==> config.mk <==
export PLATFORM = sky130hd
export DESIGN_NAME = tlb_xlate
export DESIGN_NICKNAME = d
export VERILOG_FILES = /design/src/rtl/tlb_pkg.sv /design/src/rtl/tlb_cam.sv /design/src/rtl/tlb_victim.sv /design/src/rtl/tlb_store.sv /design/src/rtl/tlb_xlate.sv
export SDC_FILE = /design/constraint.sdc
export NUM_CORES = 2
export LEC_CHECK = 0
export CORE_ASPECT_RATIO = 0.9
export CORE_MARGIN = 2
export CORE_UTILIZATION = 55
export DETAILED_ROUTE_END_ITERATION = 12
export GPL_TIMING_DRIVEN = 0
export PLACE_DENSITY_LB_ADDON = 0.12
export SLEW_MARGIN = 10
export SYNTH_ARGS = -nofsm -noshare
export SYNTH_HDL_FRONTEND = slang
export SYNTH_SLANG_ARGS = --single-unit
export TNS_END_PERCENT = 10
==> constraint.sdc <==
create_clock -name clk -period 6.5 [get_ports clk]
set_input_delay 1.3 -clock clk [delete_from_list [all_inputs] [get_ports clk]]
set_output_delay 1.3 -clock clk [all_outputs]
set_load 0.005 [all_outputs]
==> src/rtl/tlb_pkg.sv <==
package tlb_pkg;
  localparam int unsigned VA_W_DEF     = 32;
  localparam int unsigned PG_OFS_W_DEF = 12;
  localparam int unsigned PPN_W_DEF    = 15;
  localparam int unsigned DEPTH_DEF    = 16;

  // Where a refill lands, in falling priority.
  typedef enum logic [1:0] {
    VSRC_MATCH = 2'd0,
    VSRC_FREE  = 2'd1,
    VSRC_RR    = 2'd2
  } vsrc_e;
endpackage

==> src/rtl/tlb_cam.sv <==
module tlb_cam #(
  parameter int unsigned DEPTH = 16,
  parameter int unsigned TAG_W = 20,
  parameter int unsigned IDX_W = 4
) (
  input  logic [TAG_W-1:0]            key,
  input  logic [DEPTH-1:0][TAG_W-1:0] tags,
  input  logic [DEPTH-1:0]            valid,
  output logic                        hit,
  output logic [IDX_W-1:0]            idx
);
  logic [DEPTH-1:0] match_vec;

  for (genvar e = 0; e < DEPTH; e++) begin : g_cmp
    assign match_vec[e] = valid[e] && (tags[e] == key);
  end

  always_comb begin
    hit = |match_vec;
    idx = '0;
    for (int i = DEPTH - 1; i >= 0; i--) begin
      if (match_vec[i]) idx = IDX_W'(i);
    end
  end
endmodule

==> src/rtl/tlb_victim.sv <==
module tlb_victim
  import tlb_pkg::*;
#(
  parameter int unsigned DEPTH = 16,
  parameter int unsigned IDX_W = 4
) (
  input  logic             clk,
  input  logic             rst_n,
  input  logic             fill_en,
  input  logic             fill_hit,
  input  logic [IDX_W-1:0] fill_hit_idx,
  input  logic [DEPTH-1:0] valid,
  output logic [IDX_W-1:0] victim_idx
);
  logic [IDX_W-1:0] rr_q;
  logic [IDX_W-1:0] free_idx;
  logic             free_any;
  vsrc_e            src;

  always_comb begin
    free_any = ~&valid;
    free_idx = '0;
    for (int i = DEPTH - 1; i >= 0; i--) begin
      if (!valid[i]) free_idx = IDX_W'(i);
    end
  end

  always_comb begin
    if (fill_hit)      src = VSRC_MATCH;
    else if (free_any) src = VSRC_FREE;
    else               src = VSRC_RR;
    case (src)
      VSRC_MATCH: victim_idx = fill_hit_idx;
      VSRC_FREE:  victim_idx = free_idx;
      default:    victim_idx = rr_q;
    endcase
  end

  always_ff @(posedge clk or negedge rst_n) begin
    if (!rst_n) begin
      rr_q <= '0;
    end else if (fill_en && src == VSRC_RR) begin
      rr_q <= (rr_q == IDX_W'(DEPTH - 1)) ? '0 : rr_q + 1'b1;
    end
  end
endmodule

==> src/rtl/tlb_store.sv <==
module tlb_store #(
  parameter int unsigned DEPTH = 16,
  parameter int unsigned VPN_W = 20,
  parameter int unsigned PPN_W = 15,
  parameter int unsigned IDX_W = 4
) (
  input  logic                        clk,
  input  logic                        rst_n,
  input  logic                        wr_en,
  input  logic [IDX_W-1:0]            wr_idx,
  input  logic [VPN_W-1:0]            wr_vpn,
  input  logic [PPN_W-1:0]            wr_ppn,
  input  logic                        wr_valid,
  input  logic                        wr_dirty,
  input  logic                        acc_en,
  input  logic [IDX_W-1:0]            acc_idx,
  input  logic                        acc_store,
  input  logic                        clr,
  output logic [DEPTH-1:0][VPN_W-1:0] vpn_arr,
  output logic [DEPTH-1:0][PPN_W-1:0] ppn_arr,
  output logic [DEPTH-1:0]            valid_vec,
  output logic [DEPTH-1:0]            ref_vec,
  output logic [DEPTH-1:0]            dirty_vec
);
  for (genvar e = 0; e < DEPTH; e++) begin : g_ent
    logic wr_sel;
    logic acc_sel;
    assign wr_sel  = wr_en && (wr_idx == IDX_W'(e));
    assign acc_sel = acc_en && (acc_idx == IDX_W'(e));

    always_ff @(posedge clk or negedge rst_n) begin
      if (!rst_n) begin
        vpn_arr[e]   <= '0;
        ppn_arr[e]   <= '0;
        valid_vec[e] <= 1'b0;
        ref_vec[e]   <= 1'b0;
        dirty_vec[e] <= 1'b0;
      end else if (wr_sel) begin
        // Refill wins over a same-cycle access to this entry.
        vpn_arr[e]   <= wr_vpn;
        ppn_arr[e]   <= wr_ppn;
        valid_vec[e] <= wr_valid;
        ref_vec[e]   <= 1'b0;
        dirty_vec[e] <= wr_dirty;
      end else begin
        if (acc_sel)                 ref_vec[e] <= 1'b1;
        else if (clr)                ref_vec[e] <= 1'b0;
        if (acc_sel && acc_store)    dirty_vec[e] <= 1'b1;
      end
    end
  end
endmodule

==> src/rtl/tlb_xlate.sv <==
module tlb_xlate
  import tlb_pkg::*;
#(
  parameter int unsigned VA_W     = VA_W_DEF,
  parameter int unsigned PG_OFS_W = PG_OFS_W_DEF,
  parameter int unsigned PPN_W    = PPN_W_DEF,
  parameter int unsigned DEPTH    = DEPTH_DEF,
  localparam int unsigned VPN_W   = VA_W - PG_OFS_W,
  localparam int unsigned PA_W    = PPN_W + PG_OFS_W
) (
  input  logic             clk,
  input  logic             rst_n,
  input  logic             req_valid,
  output logic             req_ready,
  input  logic [VA_W-1:0]  req_vaddr,
  input  logic             req_store,
  output logic             rsp_valid,
  input  logic             rsp_ready,
  output logic [PA_W-1:0]  rsp_paddr,
  output logic             rsp_miss,
  output logic             rsp_ref,
  output logic             rsp_dirty,
  input  logic             fill_en,
  input  logic [VPN_W-1:0] fill_vpn,
  input  logic [PPN_W-1:0] fill_ppn,
  input  logic             fill_valid,
  input  logic             fill_dirty,
  input  logic             ref_clr
);
  localparam int unsigned IDX_W = (DEPTH > 1) ? $clog2(DEPTH) : 1;

  logic [DEPTH-1:0][VPN_W-1:0] vpn_arr;
  logic [DEPTH-1:0][PPN_W-1:0] ppn_arr;
  logic [DEPTH-1:0]            valid_vec;
  logic [DEPTH-1:0]            ref_vec;
  logic [DEPTH-1:0]            dirty_vec;

  logic             lk_hit;
  logic [IDX_W-1:0] lk_idx;
  logic             fl_hit;
  logic [IDX_W-1:0] fl_idx;
  logic [IDX_W-1:0] victim_idx;
  logic             accept;

  assign req_ready = !rsp_valid || rsp_ready;
  assign accept    = req_valid && req_ready;

  tlb_cam #(.DEPTH(DEPTH), .TAG_W(VPN_W), .IDX_W(IDX_W)) u_lookup_cam (
    .key   (req_vaddr[VA_W-1:PG_OFS_W]),
    .tags  (vpn_arr),
    .valid (valid_vec),
    .hit   (lk_hit),
    .idx   (lk_idx)
  );

  tlb_cam #(.DEPTH(DEPTH), .TAG_W(VPN_W), .IDX_W(IDX_W)) u_fill_cam (
    .key   (fill_vpn),
    .tags  (vpn_arr),
    .valid (valid_vec),
    .hit   (fl_hit),
    .idx   (fl_idx)
  );

  tlb_victim #(.DEPTH(DEPTH), .IDX_W(IDX_W)) u_victim (
    .clk          (clk),
    .rst_n        (rst_n),
    .fill_en      (fill_en),
    .fill_hit     (fl_hit),
    .fill_hit_idx (fl_idx),
    .valid        (valid_vec),
    .victim_idx   (victim_idx)
  );

  tlb_store #(.DEPTH(DEPTH), .VPN_W(VPN_W), .PPN_W(PPN_W), .IDX_W(IDX_W)) u_store (
    .clk       (clk),
    .rst_n     (rst_n),
    .wr_en     (fill_en),
    .wr_idx    (victim_idx),
    .wr_vpn    (fill_vpn),
    .wr_ppn    (fill_ppn),
    .wr_valid  (fill_valid),
    .wr_dirty  (fill_dirty),
    .acc_en    (accept && lk_hit),
    .acc_idx   (lk_idx),
    .acc_store (req_store),
    .clr       (ref_clr),
    .vpn_arr   (vpn_arr),
    .ppn_arr   (ppn_arr),
    .valid_vec (valid_vec),
    .ref_vec   (ref_vec),
    .dirty_vec (dirty_vec)
  );

  always_ff @(posedge clk or negedge rst_n) begin
    if (!rst_n) begin
      rsp_valid <= 1'b0;
      rsp_paddr <= '0;
      rsp_miss  <= 1'b0;
      rsp_ref   <= 1'b0;
      rsp_dirty <= 1'b0;
    end else if (accept) begin
      rsp_valid <= 1'b1;
      rsp_miss  <= !lk_hit;
      if (lk_hit) begin
        rsp_paddr <= {ppn_arr[lk_idx], req_vaddr[PG_OFS_W-1:0]};
        rsp_ref   <= ref_vec[lk_idx];
        rsp_dirty <= dirty_vec[lk_idx];
      end else begin
        rsp_paddr <= '0;
        rsp_ref   <= 1'b0;
        rsp_dirty <= 1'b0;
      end
    end else if (rsp_ready) begin
      rsp_valid <= 1'b0;
    end
  end
endmodule

; Word-level counts from Yosys, hierarchy flattened
; Index checks and enable logic that the tools add are counted.
[classes]
mux = 128
eq_ne = 65
add_sub_neg = 1
magnitude_cmp = 1
reduce_logical = 125
[ops]
columns = cell, count
row1 = 20-bit equality test, 32
row2 = 4-bit two-way mux, 49
row3 = 1-bit logical AND, 83
row4 = 1-bit two-way mux, 71
row5 = "4-bit equality test, second input constant", 17
row6 = 15-bit binary-select mux with 4-bit select, 1
row7 = 3-bit nonzero test, 16
row8 = 2-bit nonzero test, 17
row9 = "4-bit by 3-bit equality test with 1-bit output, second input constant", 8
row10 = 16-bit OR reduction, 2
row11 = 27-bit two-way mux, 1
row12 = "4-bit by 2-bit equality test with 1-bit output, second input constant", 4
row13 = 16-bit AND reduction, 1
row14 = 15-bit two-way mux, 1
row15 = 1-bit binary-select mux with 4-bit select, 2
row16 = "4-bit by 1-bit equality test with 1-bit output, second input constant", 2
row17 = 4-bit logical NOT, 2
row18 = 4-bit case mux with 2 select lines, 1
row19 = "4-bit by 5-bit < comparator with 1-bit output, second input constant", 1
row20 = "4-bit by 1-bit adder with 4-bit output, second input constant", 1
row21 = 2-bit two-way mux, 2
row22 = "2-bit by 1-bit equality test with 1-bit output, second input constant", 1
row23 = "2-bit equality test, second input constant", 1
row24 = 1-bit logical NOT, 2
row25 = other kinds (2), 2
[word_totals]
output_inout_bits = 32
regBits = 643
word_cells = 406
in_bits = 76

; Logic depth before layout (Yosys ltp)
[depth]
ltp_word = 23
ltp_mapped = 17
depth_no_buf = 11

; Cells and area by module
; Synthesis repeated with hierarchy kept, for this count alone.
[hier_totals]
cells_unflattened = 2715
area_unflattened_um2 = 35155.0
[modules_own_cells]
columns = mod, seq_area_each_um2, cells_per_inst, n_inst, area_per_inst_um2
row1 = tlb_store, 15214.6, 1401, 1, 23168.5
row2 = tlb_cam, 0.0, 510, 2, 4112.7
row3 = tlb_xlate, 775.7, 238, 1, 3321.9
row4 = tlb_victim, 100.1, 56, 1, 439.2

; Worst setup path after synthesis
; Ideal clock, no wire load.
[synth_path]
kind = input -> register
startpoint = input port fill_vpn[18]
endpoint = register u_store.ppn_arr[100] in the netlist's numbering
arrival_ps = 4420
path_slack_ps = 1955
required_ps = 6375
stages = 17
n_path_buf = 6
setup_ps = 125
cell_sequence = clkbuf_1 > buf_2 > buf_2 > xnor2_1 > nand4_1 > nor4_1 > nand4_1 > nand4_1 > nor3_1 > nand2_1 > o211ai_2 > or2_1 > buf_2 > nor3_1 > buf_2 > buf_2 > mux2_2
[synth_between]
elab_chain_cells = 21
elab_cells_between_ends = 55
classes_between = 18 x eq/ne / 18 x mux / 19 x reduce/logical
[synth_rtl]
columns = item, line_no
row1 = "start, declared", tlb_xlate.sv:24  ; input logic [VPN_W-1:0] fill_vpn,
row2 = 20-bit equality test, tlb_cam.sv:15  ; assign match_vec[e] = valid[e] && (tags[e] == key);
row3 = 1-bit logical AND, tlb_cam.sv:15
row4 = 4-bit two-way mux (16 in series), tlb_cam.sv:22  ; if (match_vec[i]) idx = IDX_W'(i);
row5 = 4-bit case mux with 2 select lines *, tlb_victim.sv:32  ; case (src)
row6 = 4-bit by 3-bit equality test with 1-bit output *, tlb_store.sv:28  ; assign wr_sel = wr_en && (wr_idx == IDX_W'(e));
row7 = 1-bit logical AND *, tlb_store.sv:28
row8 = "end signal, assigned by index", tlb_store.sv:41  ; ppn_arr[e] <= wr_ppn;
row9 = "end, declared", tlb_store.sv:20  ; output logic [DEPTH-1:0][PPN_W-1:0] ppn_arr,
; Mark *: on every way between the ends. The rest lies on a longest branch, timed or not.
; A chain may end at the register's enable or synchronous reset.

; Final worst setup path
[layout_path]
startpoint = input port fill_vpn[12]
endpoint = register u_store.ppn_arr[211] in the netlist's numbering
[layout_between]
elab_chain_cells = 21
elab_cells_between_ends = 55
classes_between = 18 x eq/ne / 18 x mux / 19 x reduce/logical
[layout_rtl]
columns = item, line_no
row1 = 20-bit equality test, tlb_cam.sv:15
row2 = 1-bit logical AND, tlb_cam.sv:15
row3 = 4-bit two-way mux (16 in series), tlb_cam.sv:22
row4 = 4-bit case mux with 2 select lines *, tlb_victim.sv:32
row5 = 4-bit equality test *, tlb_store.sv:28
row6 = 1-bit logical AND *, tlb_store.sv:28
; Marks and branches as above.

==> flow_metrics.py <==
metrics = {
    "status": {
        "status": "finished with violations",
        "violations": "max-capacitance violations, negative setup slack",
    },
    "logic_synthesis": {
        "syn_nets": 3297,
        "synthArstFlopShare": 1.00,
        "synth_top_area_share": 0.433,
        "yosys.area.top_type": "dfrtp_1",
        "synth_common_cells": "643 x dfrtp_1, 504 x mux2_2, 429 x xnor2_1, 211 x xor2_1, 177 x nand4_1",
        "synth-seq-cells": 643,
        "synth.most_common_cell": "dfrtp_1",
        "synth_cell_types": 93,
        "synth.avg_cell_area_sq_um": 11.5,
        "ys_seq_area_frac": 0.433,
        "netlist_area_sq_um": 37200,
        "synth_edf_count": 0,
        "synth_ff_type": "dfrtp_1",
        "ys_top_cells_by_area": "dfrtp_1 43%, mux2_2 15%, xnor2_1 10%",
        "yosysWarnings": 0,
        "synthCells": 3220,
    },
    "floorplan": {
        "die_area_sq_um": 69700,
        "die_h_microns": 251,
        "die_w_microns": 278,
        "core_sq_um": 67000,
        "boundaryPins": 108,
        "start_util": 0.555,
        "rows": 90,
    },
    "drt": {
        "first_pass_iters": 8,
        "avgRoutedWirePerCell_microns": 36.3,
        "drc": 0,
        "vias": 29800,
        "antenna_left": 0,
        "wl_mm": 156,
        "dr.first_iter.drc_count": 4150,
        "via_per_inst": 6.94,
    },
    "timing": {
        "fmax_mhz": 152,
        "grt_setup_unrepaired": "no",
        "clock_skew_ps": 19.6,
        "final.period_utilization": 1.01,
        "hold_viol": 0,
        "tightest_slew_ps": 1460,
        "timing.final.max_slew_violations": 0,
        "finalCriticalPeriod_ps": 6600,
        "slew_headroom": 0.0165,
        "setup_viol": 42,
        "fin_ws_ps": -96.1,
    },
    "placed_design": {
        "io_buffers": 66,
        "gp_congestion": 1.03,
        "dp_hpwl_mm": 110,
        "dp_cells": 4168,
    },
    "job": {
        "maxCapViolCount": 1,
    },
    "clock_tree": {
        "cts.repair.resized": 2,
        "cts_made_buffers": 72,
        "cts-root-buf": "clkbuf_16",
        "cts_setup_buffers": 0,
        "cts_hold_buf": 0,
        "clock_latency_ps": 640,
        "cts_tree": "built",
        "cts.path.max_buffers": 3,
        "cts_sinks": 643,
        "clk_pin_slew_ps": 60,
        "htreeDepth": 3,
    },
    "global_route": {
        "antenna_found_initial": 10,
        "grt_usage": 0.445,
        "grt_max_degree": 118,
        "grt_pass1_vias": 29700,
        "gr-total-overflow": 0,
        "grt_pass1_wl_mm": 219,
    },
    "setup_path": {
        "rr_worst_depth": 12,
        "worstSetupEndpointType": "register",
        "arrival_ps": 7100,
        "path_class": "input port to register",
        "crit_path_start_kind": "input port",
        "r2r_slack_ps": 1220,
        "worstPathRequired_ps": 7010,
        "worstPathMaxFanout": 10,
        "worstReg2RegEnd": "rsp_paddr[26]",
        "r2r_start": "u_store.vpn_arr[290]",
    },
    "power": {
        "power.leakage_nw": 18.7,
        "peakVddDrop_mv": 0.289,
        "total_power_mw": 13.5,
        "powerDensity_nw_per_um2": 325,
    },
    "worst_hold_path": {
        "min-delay-start": "rsp_paddr[22]",
        "hold_class": "register to register",
        "worstHoldEndpoint": "rsp_paddr[22]",
        "hold_path_depth": 2,
    },
    "finish": {
        "stdcell_count": 4301,
        "area_growth_pct": 11.9,
        "nets": 3444,
        "drive_gt1_frac": 0.278,
        "nFillCells": 5369,
    },
}
[cell usage in the layout, fill, tap and decap left out, drive strengths merged, types with 16 or more instances in the layout]
| master | count |
|---|---|
| a31oi | 28 |
| xor2 | 211 |
| a21oi | 44 |
| clkbuf | 163 |
| inv | 19 |
| nand2b | 19 |
| mux2 | 608 |
| dfrtp | 643 |
| clkdlybuf4s50 | 65 |
| xnor2 | 431 |
| or4 | 18 |
| nand4 | 178 |
| nand3 | 67 |
| o21ai | 24 |
| or2 | 21 |
| nor4 | 90 |
| nor3 | 36 |
| nor2 | 71 |
| buf | 187 |
| nand4b | 18 |
| nand2 | 127 |
| mux2i | 86 |
| or3 | 16 |
[critical path, stage by stage]
cell and delay, ps:
buf_2 370, buf_2 630, buf_2 640, xnor2_1 220, nand4_1 160, nor4_1 460
nand4_1 400, nand4_1 250, nor3_1 110, a21boi_1 290, nand2_1 80, or2_2 350
nor3_4 460, buf_2 370, buf_2 520, mux2_2 400
[sequential cells by signal, summed over array words and instances, names as in the netlist]
signal and count:
u_store.vpn_arr 320, u_store.ppn_arr 240, rsp_paddr 27, u_store.dirty_vec 16
u_store.ref_vec 16, u_store.valid_vec 16, u_victim.rr_q 4, rsp_dirty 1
rsp_miss 1, rsp_ref 1, rsp_valid 1
[routing by layer]
metal,GRT usage,vias up,wire [microns]
li1,-,11800,-
met5,0,-,0
met3,0.158,561,20500
met4,0.236,0,9250
met1,0.618,15300,63900
met2,0.606,2131,62400
[cell families after synthesis]
kind of cell | count (synthesis) | synth area share
multiplexers | 694 | 0.216
XOR/XNOR | 642 | 0.152
AND/OR/NAND/NOR | 758 | 0.118
adder cells (fa/ha/maj) | 1 | 0.000336
buffers and inverters | 256 | 0.0368
flip-flops | 643 | 0.433
AO/OA/AOI/OAI | 226 | 0.0438
[where the power goes]
part / internal (mW) / switching [mW] / total [mW] / leakage (nW)
Sequential: 4.79 / 0.797 / 5.59 / 8.60
Clock: 2.48 / 1.80 / 4.28 / 1.19
Combinational: 1.79 / 1.88 / 3.67 / 8.85
[worst max-delay path by stage]
| stage | startpoint | end | slack (ps) | depth (start not counted) |
|---|---|---|---|---|
| floorplan | fill_vpn[18] | u_store.ppn_arr[100] | 1950 | 17 |
| global placement | rst_n | u_store.ppn_arr[130] | -23930 | 1 |
| detailed placement | fill_vpn[19] | u_store.ppn_arr[217] | -1160 | 17 |
| CTS | fill_vpn[4] | u_store.ppn_arr[217] | 50 | 17 |
| global route | req_vaddr[22] | rsp_paddr[26] | 40 | 14 |
| finish | fill_vpn[12] | u_store.ppn_arr[211] | -100 | 16 |
[final cells by class]
class                      instances  area, sq um  share of cell area
timing repair buffer              74          843              0.0203
inverter                          15         56.3             0.00135
buffer                           240         1320              0.0316
sequential                       643        16100               0.387
tap                              874         1090              0.0263
clock buffer                     101         2070              0.0498
clock inverter                    27          354             0.00851
antenna                            6         15.0            0.000361
multi-input combinational       2321        19800               0.475
[metrics by stage]
step	hold slack (ps)	TNS [ps]	worst slack, ps	instance area [sq um]	utilization
floorplan	459	0	1950	37200	-
global placement	469	-	-23930	38900	0.581
detailed placement	468	-98240	-1160	39100	0.584
CTS	481	0	54.2	41600	0.620
global route	503	0	37.9	41600	0.621
finish	487	-1800	-96.1	41600	0.621
(Power assumes the default switching activity.)
